[src/rtl/glf_pkg.sv]
package glf_pkg;

  // Width needed to hold values 0 .. n-1 (at least one bit).
  function automatic int unsigned glf_idx_width(input int unsigned n);
    int unsigned w;
    w = $clog2(n);
    if (w < 1) w = 1;
    return w;
  endfunction

  // Qualifier condition for the current cycle.
  typedef enum logic [1:0] {
    QS_MATCH   = 2'b00,  // synchronized level equals output
    QS_COUNT   = 2'b01,  // differing level, window still open
    QS_COMMIT  = 2'b10   // differing level held for the whole window
  } qual_state_e;

endpackage

[src/rtl/glf_sync.sv]
module glf_sync #(
  parameter int unsigned STAGES = 2
) (
  input  logic clk,
  input  logic rst_n,
  input  logic d_i,
  output logic q_o
);

  logic [STAGES-1:0] chain_q;
  logic [STAGES-1:0] chain_d;

  generate
    for (genvar s = 0; s < STAGES; s++) begin : g_stage
      if (s == 0) begin : g_first
        always_comb chain_d[s] = d_i;
      end else begin : g_next
        always_comb chain_d[s] = chain_q[s-1];
      end

      always_ff @(posedge clk or negedge rst_n) begin
        if (!rst_n) chain_q[s] <= 1'b0;
        else        chain_q[s] <= chain_d[s];
      end

      // Every stage delays by exactly one edge, for both polarities.
      AST_STAGE_SHIFT: assert property (@(posedge clk) disable iff (!rst_n)
        $past(rst_n) |-> (chain_q[s] == $past(chain_d[s])))
        else $error("stage shift broken");
    end
  endgenerate

  assign q_o = chain_q[STAGES-1];

endmodule

[src/rtl/glf_qualify.sv]
module glf_qualify
  import glf_pkg::*;
#(
  parameter int unsigned FILT_CYCLES = 63
) (
  input  logic clk,
  input  logic rst_n,
  input  logic lvl_i,
  output logic filt_o
);

  localparam int unsigned CNT_W = glf_idx_width(FILT_CYCLES);
  localparam logic [CNT_W-1:0] CNT_LAST = CNT_W'(FILT_CYCLES - 1);
  localparam int unsigned RUN_W = glf_idx_width(FILT_CYCLES + 1);
  localparam logic [RUN_W-1:0] RUN_FULL = RUN_W'(FILT_CYCLES);

  logic [CNT_W-1:0] cnt_q, cnt_d;
  logic             cnt_en;
  logic             out_q, out_d;
  logic             out_en;
  qual_state_e      qstate;

  // Classify the present cycle.
  always_comb begin
    if (lvl_i == out_q)         qstate = QS_MATCH;
    else if (cnt_q == CNT_LAST) qstate = QS_COMMIT;
    else                        qstate = QS_COUNT;
  end

  // Next-state logic.
  always_comb begin
    cnt_d  = cnt_q;
    cnt_en = 1'b0;
    out_d  = out_q;
    out_en = 1'b0;
    unique case (qstate)
      QS_MATCH: begin
        cnt_d  = '0;
        cnt_en = (cnt_q != '0);
      end
      QS_COUNT: begin
        cnt_d  = cnt_q + 1'b1;
        cnt_en = 1'b1;
      end
      QS_COMMIT: begin
        cnt_d  = '0;
        cnt_en = 1'b1;
        out_d  = lvl_i;
        out_en = 1'b1;
      end
      default: begin
        cnt_d  = '0;
        cnt_en = 1'b1;
      end
    endcase
  end

  // Registers with explicit enables.
  always_ff @(posedge clk or negedge rst_n) begin
    if (!rst_n)      cnt_q <= '0;
    else if (cnt_en) cnt_q <= cnt_d;
  end

  always_ff @(posedge clk or negedge rst_n) begin
    if (!rst_n)      out_q <= 1'b0;
    else if (out_en) out_q <= out_d;
  end

  assign filt_o = out_q;

  // ---------------- assertions ----------------
  // Independent run-length monitor of the synchronized level.
  logic [RUN_W-1:0] run_q;
  logic             lvl_prev_q;

  always_ff @(posedge clk or negedge rst_n) begin
    if (!rst_n) begin
      run_q      <= '0;
      lvl_prev_q <= 1'b0;
    end else begin
      lvl_prev_q <= lvl_i;
      if (lvl_i != lvl_prev_q)  run_q <= RUN_W'(1);
      else if (run_q != RUN_FULL) run_q <= run_q + 1'b1;
    end
  end

  AST_CNT_BOUND: assert property (@(posedge clk) disable iff (!rst_n)
    cnt_q <= CNT_LAST) else $error("counter out of range");

  AST_FLIP_QUALIFIED: assert property (@(posedge clk) disable iff (!rst_n)
    (out_q != $past(out_q)) |-> ((run_q >= RUN_FULL) && (out_q == $past(lvl_i))))
    else $error("output moved without a full window");

  AST_MATCH_HOLDS: assert property (@(posedge clk) disable iff (!rst_n)
    (lvl_i == out_q) |=> $stable(out_q))
    else $error("output moved while input matched");

  always @(posedge clk) begin
    if (!rst_n) begin
      AST_RST_LOW: assert (out_q == 1'b0) else $error("output high in reset");
    end
  end

endmodule

[src/rtl/glitch_filter.sv]
module glitch_filter #(
  parameter int unsigned FILT_CYCLES = 63,
  parameter int unsigned SYNC_STAGES = 2
) (
  input  logic clk,
  input  logic rst_n,
  input  logic raw_i,
  output logic filt_o
);

  logic lvl_sync;

  glf_sync #(
    .STAGES (SYNC_STAGES)
  ) u_sync (
    .clk   (clk),
    .rst_n (rst_n),
    .d_i   (raw_i),
    .q_o   (lvl_sync)
  );

  glf_qualify #(
    .FILT_CYCLES (FILT_CYCLES)
  ) u_qual (
    .clk    (clk),
    .rst_n  (rst_n),
    .lvl_i  (lvl_sync),
    .filt_o (filt_o)
  );

endmodule

[config.mk]
export PLATFORM = sky130hd
export DESIGN_NAME = glitch_filter
export DESIGN_NICKNAME = d
export VERILOG_FILES = /design/src/rtl/glf_pkg.sv /design/src/rtl/glf_sync.sv /design/src/rtl/glf_qualify.sv /design/src/rtl/glitch_filter.sv
export SDC_FILE = /design/constraint.sdc
export NUM_CORES = 1
export LEC_CHECK = 0
export BUFFER_PORTS_ARGS = -buffer_cell sky130_fd_sc_hd__clkbuf_2
export CAP_MARGIN = 20
export CORE_AREA = 10 10 47 49
export DETAILED_ROUTE_END_ITERATION = 7
export DIE_AREA = 0 0 57 59
export PLACE_DENSITY_LB_ADDON = 0.2
export SYNTH_ARGS = -nofsm -noshare
export SYNTH_HDL_FRONTEND = slang
export SYNTH_HIERARCHICAL = 1
export SYNTH_SLANG_ARGS = --single-unit
export TNS_END_PERCENT = 30
[constraint.sdc]
create_clock -name clk -period 3.1 [get_ports clk]
set_input_delay 0.155 -clock clk [delete_from_list [all_inputs] [get_ports clk]]
set_output_delay 0.155 -clock clk [all_outputs]
set_load 0.01 [all_outputs]
==> metrics <==
num rows=14; TNS Setup=0 ps; hold-fix buffer count after cts=2; routed len/inst=11.5 µm; Unique masters post-synth=18; Crit path required time=3220 ps; post-synthesis mux area share=4.87%; Worst-Skew Late Latency=270 ps; period utilization=47.0%; Final Critical Period=1460 ps; Setup Crit Path Kind=register to register; Ant. Diodes=0; Max VDD drop=0.000270 V; post-synthesis adder-cell area fraction=8.60%; CTS tree=built; dominant cells by area after synthesis=dfrtp_1, ha_1, xor2_1, o21ai_0, a21oi_1; max-slew violations=0; clock skew=4.34 ps; fill count=139; Pwr Density=591 nW/µm²; Iteration-0 DRC Markers=10; Critical R2R Launch=u_qual/cnt_q[0]; data arrival time of the critical path=1580 ps; largest family of logic cells by synthesized area=simple AND/OR/NAND/NOR gates; fin util=37.0%; Yosys Warn Count=6; final instance area=518 µm²; # resized after CTS=0; fmax=686 MHz; reg2reg setup slack=1640 ps; synthesized cell area=437 µm²; FF-to-FF End=u_qual/cnt_q[0]; clk root buf=clkbuf_4; GRT Util Overall=5.43%; CTS Buf Count=3; # H-tree levels=1; Top Ports=4; FF-to-FF path depth=5; Pwr Total=306 µW; Leak=0.233 nW; vias in the first global route=336; nets=57; Slew headroom=65.6%; share of cells above drive strength 1=16.0%; Fin. Hold Viols=0; actual slew at the worst max-slew pin=510 ps; Compound-Gate Fraction of Synth Area=8.02%; total gr overflow=0; Seq/Total Area, Yosys=51.6%; vias per cell=4.77; Critical Path End Type=register; core area=1400 µm²; CTS Sinks=9; DP Area=472 µm²; status=completed; hold crit path type=primary input to asynchronous set/reset pin; antenna violations before repair=0; Yosys top cell by area=dfrtp_1; Residual DRC=0; Post-Synth XOR/XNOR Area=8.02%; Chip Height=59 µm; DIE WIDTH=57 µm; GP Congestion=0.899; first-pass GRT wire length=1370 µm; type of origin of the critical path=register; antenna-violating nets left=0; area grow syn2layout=18.6%; largest net degree at the start of global routing=10; # setup viols final=0; Post-CTS Setup Inserts=0; DRT Pass-1 Iters=4; net count after synthesis=47; Synth Area in Simple Gates=17.2%; Mapped Cells=41; DP Worst Slack=1660 ps; Initial Util=31.2%; critical path peak fanout=5; CTS max path bufs=2; DRT Wirelength=758 µm; final worst setup slack=1640 ps; Avg Cell Area, Syn=10.7 µm²; HPWL Detailed=589 µm; register clock-pin slew on the reported worst setup and hold paths=60 ps; Die ar.=3360 µm²; top cell type's share of synthesized area=51.6%; routed via count=315; IO Port Bufs=3; Max Cap Violations=0; RSZ-0062 raised after global routing=false; post-synthesis register bit count=9
## registers in the layout, indices dropped and copies added (netlist names)
register	cells
u_qual/cnt_q	6
u_qual/filt_o	1
u_sync/chain_d	1
u_sync/q_o	1
## where the power goes
| part | leakage (nW) | internal, mW | switching (mW) |
|---|---|---|---|
| Sequential | 0.118 | 0.132 | 0.0221 |
| Clock | 0.0150 | 0.0498 | 0.0438 |
| Combinational | 0.100 | 0.0278 | 0.0305 |
## cell families (layout without fill, tap and decap cells)
kind of cell	count (synthesis)	in the layout
compound gates	7	7
simple gates	14	14
buf+inv	2	11
mux	2	2
xor+xnor	4	4
fa+ha+maj	3	3
flops	9	9
## synth_stat cells
| library cell | n |
|---|---|
| dfrtp_1 | 9 |
| o21ai_0 | 4 |
| a21oi_1 | 3 |
| ha_1 | 3 |
| nand2_1 | 3 |
| nand3_1 | 3 |
| xor2_1 | 3 |
| inv_1 | 2 |
| nor2_1 | 2 |
| mux2_2 | 1 |
| mux2i_1 | 1 |
| nand2b_1 | 1 |
| nand3_2 | 1 |
| nand4_1 | 1 |
| nor2b_1 | 1 |
| nor4_1 | 1 |
| or3_1 | 1 |
| xnor2_1 | 1 |
## worst max-delay path: stages (launching register included)
cell     delay, ps
dfrtp_1        430
inv_1          100
ha_1           150
nand2_1         70
o21ai_0        430
mux2i_1        140
## layer usage
layer | global-route usage [%] | wire [µm] | part of all wire (%)
met5 | 0 | 0 | 0
met4 | 5.03 | 24 | 3.2
met3 | 3.00 | 45 | 5.9
met2 | 8.53 | 356 | 47
met1 | 4.94 | 331 | 44
## stage by stage
stage                     std cells  hold slack [ps]
final                            66              278
after global routing             66              314
after CTS                        66              284
after detailed placement         60             26.4
after global placement           60             19.7
after floorplan                  41             -141
## worst max-delay path by stage
stage	depth (start not counted)	slack, ps	start	endpoint
floorplan	5	1850	u_qual/cnt_q[0]	u_qual/filt_o
global placement	5	1700	u_qual/cnt_q[0]	u_qual/cnt_q[0]
global route	5	1550	u_qual/cnt_q[0]	u_qual/cnt_q[0]
CTS	5	1650	u_qual/cnt_q[0]	u_qual/cnt_q[0]
finish	5	1640	u_qual/cnt_q[0]	u_qual/cnt_q[0]
detailed placement	5	1660	u_qual/cnt_q[0]	u_qual/cnt_q[0]
## cell usage in the layout (no fill, tap or decap), drive strengths merged, types with 2 or more instances in the layout
cell type | netlist | layout
a21oi | 3 | 3
clkbuf | 0 | 7
dfrtp | 9 | 9
dlygate4sd3 | 0 | 2
ha | 3 | 3
inv | 2 | 2
nand2 | 3 | 3
nand3 | 4 | 4
nor2 | 2 | 2
o21ai | 4 | 4
xor2 | 3 | 3
## cell type report
cell class / count / area (µm²) / area share [%]
sequential: 9 / 225 / 43.5
inverter: 2 / 7.51 / 1.45
clock buffer: 4 / 26.3 / 5.07
timing repair buffer: 5 / 35.0 / 6.76
tap: 16 / 20.0 / 3.86
multi-input combinational: 30 / 204 / 39.4
Note: power is estimated with default switching activity, not from simulation.
